## config.mk

```make
export PLATFORM = sky130hd
export DESIGN_NAME = pwm_buf_timer
export DESIGN_NICKNAME = d
export VERILOG_FILES = /design/src/rtl/pwm_pkg.sv /design/src/rtl/pwm_pair_buf.sv /design/src/rtl/pwm_cnt_fsm.sv /design/src/rtl/pwm_buf_timer.sv
export SDC_FILE = /design/constraint.sdc
export NUM_CORES = 1
export LEC_CHECK = 0
export CORE_MARGIN = 5
export CORE_UTILIZATION = 26
export DETAILED_ROUTE_END_ITERATION = 10
export HOLD_SLACK_MARGIN = 0.1
export PLACE_DENSITY = 0.49
export SETUP_SLACK_MARGIN = 0.2
export SLEW_MARGIN = 20
export SYNTH_ARGS = -nofsm -noshare
export SYNTH_HDL_FRONTEND = slang
export SYNTH_SLANG_ARGS = --single-unit
```

## constraint.sdc

```tcl
create_clock -name clk -period 5.4 [get_ports clk]
set_input_delay 0.54 -clock clk [delete_from_list [all_inputs] [get_ports clk]]
set_output_delay 0.54 -clock clk [all_outputs]
set_load 0.05 [all_outputs]
```

## src/rtl/pwm_pkg.sv

```systemverilog
package pwm_pkg;

    typedef enum logic [1:0] {
        CT_IDLE = 2'd0,
        CT_UP   = 2'd1,
        CT_DOWN = 2'd2
    } cnt_state_e;

    typedef enum logic [1:0] {
        PB_EMPTY = 2'd0,
        PB_HALF  = 2'd1,
        PB_FULL  = 2'd2
    } pair_state_e;

endpackage

```

## src/rtl/pwm_pair_buf.sv

```systemverilog
module pwm_pair_buf
    import pwm_pkg::*;
#(
    parameter int BYTE_W = 8,
    localparam int VAL_W = 2 * BYTE_W
) (
    input  logic              clk,
    input  logic              rst_n,
    input  logic              wr_hi,
    input  logic              wr_lo,
    input  logic              clr,
    input  logic              load_ok,
    input  logic [BYTE_W-1:0] wr_data,
    output logic              take,
    output logic [VAL_W-1:0]  pair_val
);

    pair_state_e      st_q, st_d;
    logic [BYTE_W-1:0] hi_q, lo_q;

    // A completed pair is handed over whenever the owner allows a load.
    always_comb take = (st_q == PB_FULL) && load_ok;

    always_comb begin
        st_d = st_q;
        unique case (st_q)
            PB_EMPTY: begin
                if (wr_hi) st_d = PB_HALF;
            end
            PB_HALF: begin
                if (wr_hi)      st_d = PB_HALF;
                else if (wr_lo) st_d = PB_FULL;
                else if (clr)   st_d = PB_EMPTY;
            end
            PB_FULL: begin
                if (wr_hi)      st_d = PB_HALF;
                else if (clr)   st_d = PB_EMPTY;
                else if (take)  st_d = PB_EMPTY;
            end
            default: st_d = PB_EMPTY;
        endcase
    end

    always_ff @(posedge clk or negedge rst_n) begin
        if (!rst_n) st_q <= PB_EMPTY;
        else        st_q <= st_d;
    end

    always_ff @(posedge clk or negedge rst_n) begin
        if (!rst_n) begin
            hi_q <= '0;
            lo_q <= '0;
        end else begin
            if (wr_hi)                       hi_q <= wr_data;
            if (wr_lo && st_q == PB_HALF && !wr_hi) lo_q <= wr_data;
        end
    end

    assign pair_val = {hi_q, lo_q};

endmodule

```

## src/rtl/pwm_cnt_fsm.sv

```systemverilog
module pwm_cnt_fsm
    import pwm_pkg::*;
#(
    parameter int CNT_W = 16
) (
    input  logic             clk,
    input  logic             rst_n,
    input  logic             run,
    input  logic             center,
    input  logic [CNT_W-1:0] top,
    output logic [CNT_W-1:0] cnt,
    output logic             load_step,
    output logic             ovf
);

    localparam logic [CNT_W-1:0] ONE = {{(CNT_W-1){1'b0}}, 1'b1};

    cnt_state_e       st_q, st_d;
    logic [CNT_W-1:0] cnt_d;
    logic [CNT_W-1:0] up_cnt;
    cnt_state_e       up_st;
    logic             rising;

    // Edge mode always rises; center mode rises outside the falling phase.
    always_comb rising = (st_q != CT_DOWN) || !center;

    always_comb load_step = run && rising && (cnt == top - ONE);

    always_comb begin
        if (cnt >= top) begin
            if (center) begin
                up_cnt = cnt - ONE;
                up_st  = CT_DOWN;
            end else begin
                up_cnt = '0;
                up_st  = CT_UP;
            end
        end else begin
            up_cnt = cnt + ONE;
            up_st  = CT_UP;
        end
    end

    always_comb begin
        st_d  = st_q;
        cnt_d = cnt;
        if (run) begin
            unique case (st_q)
                CT_IDLE, CT_UP: begin
                    st_d  = up_st;
                    cnt_d = up_cnt;
                end
                CT_DOWN: begin
                    if (!center) begin
                        st_d  = up_st;
                        cnt_d = up_cnt;
                    end else if (cnt == '0) begin
                        st_d  = CT_UP;
                        cnt_d = ONE;
                    end else begin
                        st_d  = CT_DOWN;
                        cnt_d = cnt - ONE;
                    end
                end
                default: begin
                    st_d  = CT_IDLE;
                    cnt_d = '0;
                end
            endcase
        end
    end

    always_ff @(posedge clk or negedge rst_n) begin
        if (!rst_n) st_q <= CT_IDLE;
        else        st_q <= st_d;
    end

    always_ff @(posedge clk or negedge rst_n) begin
        if (!rst_n) begin
            cnt <= '0;
            ovf <= 1'b0;
        end else begin
            cnt <= cnt_d;
            ovf <= run && (cnt_d == '0) && (cnt != '0);
        end
    end

endmodule

```

## src/rtl/pwm_buf_timer.sv

```systemverilog
module pwm_buf_timer
    import pwm_pkg::*;
#(
    parameter int BYTE_W = 8
) (
    input  logic              clk,
    input  logic              rst_n,
    input  logic [1:0]        clk_sel,
    input  logic              center_mode,
    input  logic              dbg_halt,
    input  logic              wr_mod_hi,
    input  logic              wr_mod_lo,
    input  logic              wr_val_hi,
    input  logic              wr_val_lo,
    input  logic              wr_ctrl,
    input  logic [BYTE_W-1:0] wr_data,
    output logic              pwm_out,
    output logic              ovf_flag
);

    localparam int CNT_W   = 2 * BYTE_W;
    localparam int N_PAIRS = 2;
    localparam int IDX_MOD = 0;
    localparam int IDX_VAL = 1;

    logic             clk_on;
    logic             run;
    logic             load_step;
    logic             load_ok;
    logic [CNT_W-1:0] cnt_q;
    logic [CNT_W-1:0] mod_act;
    logic [CNT_W-1:0] val_act;
    logic [CNT_W-1:0] top_val;

    logic [N_PAIRS-1:0] p_hi, p_lo, p_clr, p_take;
    logic [CNT_W-1:0]   p_val [N_PAIRS];

    always_comb begin
        clk_on  = |clk_sel;
        run     = clk_on && !dbg_halt;
        top_val = (mod_act == '0) ? '1 : mod_act;
        load_ok = !clk_on || load_step;
    end

    assign p_hi  = {wr_val_hi, wr_mod_hi};
    assign p_lo  = {wr_val_lo, wr_mod_lo};
    assign p_clr = {1'b0, wr_ctrl && !dbg_halt};

    for (genvar i = 0; i < N_PAIRS; i++) begin : g_pair
        pwm_pair_buf #(.BYTE_W(BYTE_W)) u_pair (
            .clk     (clk),
            .rst_n   (rst_n),
            .wr_hi   (p_hi[i]),
            .wr_lo   (p_lo[i]),
            .clr     (p_clr[i]),
            .load_ok (load_ok),
            .wr_data (wr_data),
            .take    (p_take[i]),
            .pair_val(p_val[i])
        );
    end

    always_ff @(posedge clk or negedge rst_n) begin
        if (!rst_n) begin
            mod_act <= '0;
            val_act <= '0;
        end else begin
            if (p_take[IDX_MOD]) mod_act <= p_val[IDX_MOD];
            if (p_take[IDX_VAL]) val_act <= p_val[IDX_VAL];
        end
    end

    pwm_cnt_fsm #(.CNT_W(CNT_W)) u_cnt (
        .clk      (clk),
        .rst_n    (rst_n),
        .run      (run),
        .center   (center_mode),
        .top      (top_val),
        .cnt      (cnt_q),
        .load_step(load_step),
        .ovf      (ovf_flag)
    );

    // Output decode: center mode forces a full pulse once the threshold reaches the limit.
    always_comb begin
        if (center_mode) pwm_out = (val_act >= top_val) || (cnt_q < val_act);
        else             pwm_out = (cnt_q < val_act);
    end

endmodule

```

==> flow_summary.rst <==
.. list-table::
   :header-rows: 1

   * - Metric
     - Value
   * - Cells taking the most area after synthesis
     - sky130_fd_sc_hd__dfrtp_1 (35%), sky130_fd_sc_hd__ha_1 (9.3%), sky130_fd_sc_hd__mux2_2 (8.0%), sky130_fd_sc_hd__mux2_4 (5.0%), sky130_fd_sc_hd__xnor2_1 (3.3%)
   * - Vias per cell
     - 5.12
   * - # port buffers
     - 20
   * - Share of Yosys cell area claimed by the top area cell type
     - about 35%
   * - Part of the cycle the worst path needs
     - roughly nine tenths
   * - Post-layout power
     - 0.00369 W
   * - Footprint of the flip-flops and latches
     - roughly 2200 um^2
   * - Combinational cell fraction of total power
     - 52.1%
   * - Area after DPL
     - ~7000 um^2
   * - Post-CTS Hold Buffers
     - 0
   * - Maximum single-stage delay on the critical path
     - roughly 0.48 ns
   * - Final hold vios
     - 0
   * - Ranking of synthesized cells by instance count
     - sky130_fd_sc_hd__dfrtp_1 (87), sky130_fd_sc_hd__ha_1 (47), sky130_fd_sc_hd__mux2_2 (45)
   * - Count of flip-flops with a built-in enable after synthesis
     - 0
   * - Total gr overflow
     - 0
   * - First-pass detailed-route iteration total
     - 6
   * - Area of the mapped netlist
     - around 6300 um^2
   * - Clock latency reported for the late side of the worst-skew pair
     - 0.36 ns
   * - Sequential share of the synthesized area
     - between 30 and 40%
   * - Standard cell core area
     - roughly 24000 um^2
   * - Most area-hungry cell type in the Yosys netlist
     - sky130_fd_sc_hd__dfrtp_1
   * - Type of the worst min-delay path
     - input port to async pin
   * - Synth-to-layout area growth
     - 13.4%
   * - Mean post-synth cell area
     - slightly below 10 um^2
   * - Count of standard-cell rows
     - 57
   * - Outcome
     - finished clean
   * - Critical path, cell by cell
     - nor4_2, and3_2, nand2_1, nand2b_1, ha_1, nand2b_1, o21bai_1, a21oi_1, o21ba_2, o21ai_0, a21o_1, a21o_1, a2111oi_0, o211ai_1, dlymetal6s2s_1
   * - Final setup TNS
     - 0 ns
   * - Critical Path Start Type
     - flop
   * - Remaining routing DRC violations
     - 0
   * - Total Wirelength
     - 17.5 mm
   * - Final estimated routing congestion in global placement
     - between 0.8 and 0.9
   * - Total routed wire length on the met1 layer
     - between 8 and 9 mm
   * - Net count of the finished layout
     - 726
   * - Post-Synthesis Net Count
     - 720
   * - Buffers plus inverters on the worst setup path
     - 1
   * - Number of filler instances in the final layout
     - 2572
   * - CTS-repair resized insts
     - 2
   * - Largest fanout on the critical path
     - 10
   * - Most common cell in the synthesized netlist
     - sky130_fd_sc_hd__dfrtp_1
   * - Finish-stage setup viols
     - 0
   * - Final Cell Area
     - a little over 7000 um^2
   * - Pin count of the biggest net entering global routing
     - 45
   * - CTS Buffer Depth
     - 2
   * - Proportion of layout cells with a drive suffix above 1
     - 17.3%
   * - Required time at the worst-slack endpoint
     - just under 5 ns
   * - Via count of the routed design
     - approximately 5100
   * - Setup Skew
     - approximately 0.016 ns
   * - Post-route setup slack
     - 0.634 ns
   * - Number of storage elements in the synthesis netlist
     - just under 90
   * - Worst flop-to-flop path startpoint
     - mod_act[2]
   * - Time the worst path needs with I/O delays and setup
     - between 4 and 5 ns
   * - Initial Util
     - a little over a quarter
   * - Part of the power in registers
     - a little under a third
   * - Top routing layer in use
     - met4
   * - Met2 WL
     - between 7 and 8 mm
   * - DR iter-0 viols
     - about 280
   * - Overall track demand over capacity in global routing
     - between 10% and 20%
   * - Main synth FF type
     - sky130_fd_sc_hd__dfrtp_1
   * - Worst rel slew slack
     - around two fifths
   * - Area of the die
     - between 20000 and 30000 um^2
   * - Number of standard cells after synthesis
     - between 600 and 700
   * - First-pass GRT wire length
     - 28.2 mm
   * - Launching element of the worst setup path
     - mod_act[12]
   * - Clk network pwr share
     - ~18%
   * - Number of antenna violations at the first check in global routing
     - 0
   * - Number of distinct library cell variants in the gate-level netlist after synthesis
     - 70
   * - Worst path arrival time
     - 4.23 ns
   * - Setup repair bufs after CTS
     - 0
   * - Total count of max-transition violations in the final report
     - 0
   * - Yosys warning total
     - 0
   * - Switching power
     - 0.00170 W
   * - H-tree lvl count
     - 3
   * - Share of flip-flops with an asynchronous set or reset after synthesis
     - between 90% and 100%
   * - WS Path Type
     - flop to output pin
   * - Leakage power of the design
     - 3.04 nW
   * - Setup repair after global routing missed its margin
     - false
   * - Kind of cell adding the most delay to the critical path
     - compound AO/OA/AOI/OAI gates
   * - CTS tree
     - done
   * - I/O pin cnt
     - 21
   * - Combined area of the multi-input logic cells
     - a little under 4000 um^2
   * - Chip Width
     - about 170 um
   * - Internal power
     - 0.00200 W
   * - Maximum frequency from static timing analysis
     - 0.210 GHz
   * - Fraction of power spent switching nets
     - between 40% and 50%
   * - Endpoint kind of the worst setup timing path
     - output pin
   * - Clock-pin slew on the worst setup and hold paths
     - ~0.08 ns
   * - Root Buffer Master
     - sky130_fd_sc_hd__clkbuf_16
   * - Slew at the pin closest to its max-slew limit
     - 0.889 ns
   * - Inserted Clock Buffers
     - 9
   * - Number of diodes added for antenna fixing
     - 0
   * - Residual antenna-violating net count after detailed routing
     - 0
   * - Power Density
     - ~520 nW/um^2
   * - Vert. Die Dim
     - approximately 170 um
   * - Number of max-cap violations
     - 0
   * - Count of clock tree sinks
     - 87
   * - Pre-CTS setup slack
     - 0.523 ns
   * - Met3 routed wirelength
     - 733 um
   * - Number of global-route vias before repair
     - slightly below 5000
   * - Estimated wirelength of the detail-placed design
     - ~13 mm
   * - Average detailed-routed wire length per instance
     - about 18 um
   * - Worst-case vdd ir drop
     - ~0.21 mV
   * - Slowest-stage cell, CP
     - sky130_fd_sc_hd__dfrtp_1
stage by stage:
stage	std cells	util (%)	hold WS [ns]
2_1_floorplan	654	-	0.244
3_3_place_gp	973	28.3	0.488
3_5_place_dp	973	28.3	0.489
4_1_cts	989	29.6	0.190
5_1_grt	989	29.7	0.200
6_report	989	29.7	0.174
routing by layer:
layer  vias up  track usage, %
li1       2450               -
met4         0            2.87
met2       144            18.6
met3        19            2.48
met5         -               0
met1      2450            19.1
power by group through the flow:
stage / registers, W / clock network, W / logic (W)
2_1_floorplan: 0.000953 / 0 / 0.00152
3_3_place_gp: 0.00114 / 0 / 0.00192
3_5_place_dp: 0.00113 / 0 / 0.00190
4_1_cts: 0.00112 / 0.000661 / 0.00192
5_1_grt: 0.00116 / 0.000682 / 0.00214
6_report: 0.00112 / 0.000647 / 0.00192
sequential cells by signal, indices dropped and copies added, names as in the netlist:
name and flops:
g_pair.u_pair.hi_q 16, g_pair.u_pair.lo_q 16, mod_act 16, u_cnt.cnt 16, val_act 16, g_pair.u_pair.st_q 4
u_cnt.st_q 2, u_cnt.ovf 1
placed cells by master, fill, tap and decap left out, types with 4 or more instances in the layout:
| master | instances |
|---|---|
| sky130_fd_sc_hd__nor2b_1 | 5 |
| sky130_fd_sc_hd__a21o_1 | 9 |
| sky130_fd_sc_hd__and2_1 | 4 |
| sky130_fd_sc_hd__inv_1 | 30 |
| sky130_fd_sc_hd__a31oi_1 | 7 |
| sky130_fd_sc_hd__nand2b_1 | 9 |
| sky130_fd_sc_hd__mux2i_1 | 4 |
| sky130_fd_sc_hd__mux2_2 | 45 |
| sky130_fd_sc_hd__nor2_1 | 38 |
| sky130_fd_sc_hd__a211oi_1 | 4 |
| sky130_fd_sc_hd__xnor2_1 | 24 |
| sky130_fd_sc_hd__nand4_1 | 9 |
| sky130_fd_sc_hd__o21ai_0 | 33 |
| sky130_fd_sc_hd__or4_1 | 10 |
| sky130_fd_sc_hd__ha_1 | 47 |
| sky130_fd_sc_hd__or2_2 | 5 |
| sky130_fd_sc_hd__clkdlybuf4s50_1 | 18 |
| sky130_fd_sc_hd__o211ai_1 | 6 |
| sky130_fd_sc_hd__dfrtp_1 | 87 |
| sky130_fd_sc_hd__nor4_1 | 13 |
| sky130_fd_sc_hd__a2111oi_0 | 5 |
| sky130_fd_sc_hd__or3_1 | 6 |
| sky130_fd_sc_hd__buf_4 | 12 |
| sky130_fd_sc_hd__clkbuf_16 | 9 |
| sky130_fd_sc_hd__xor2_1 | 7 |
| sky130_fd_sc_hd__nand2_1 | 32 |
| sky130_fd_sc_hd__a21oi_1 | 37 |
| sky130_fd_sc_hd__and3_1 | 5 |
| sky130_fd_sc_hd__mux2_4 | 21 |
| sky130_fd_sc_hd__nor3_1 | 28 |
| sky130_fd_sc_hd__nand3_1 | 22 |
cell type report:
cell class,instances,share of cell area (%)
Timing Repair Buffer,31,3.96
Clock buffer,9,3.15
Clock inverter,7,1.21
Inverter,30,1.58
Sequential cell,87,30.5
Tap cell,324,5.67
Multi-Input combinational cell,501,54.0
logic make-up (layout without fill, tap and decap cells):
kind of cell               count (synthesis)  after routing  synth area share (%)
and+or+nand+nor                          210            210                  18.7
muxes                                     70             70                  13.7
adders and majority gates                 47             47                  9.33
buffers and inverters                     66             77                  4.46
AOI/OAI and AO/OA                        143            143                  15.0
xor gates and xnor gates                  31             31                  4.31
DFF                                       87             87                  34.5
worst paths after layout:
kind	cells after the start	slack, ns	to
worst min-delay path	1	0.17	g_pair[0].u_pair.hi_q[2]
worst max-delay path	15	0.63	pwm_out
worst max register to register	14	0.69	val_act[6]
max in group asynchronous	2	4.21	u_cnt.ovf
min in group clk	1	0.50	mod_act[14]
worst min register to register	1	0.50	mod_act[14]
No activity file was read; power rests on OpenSTA's default activity.
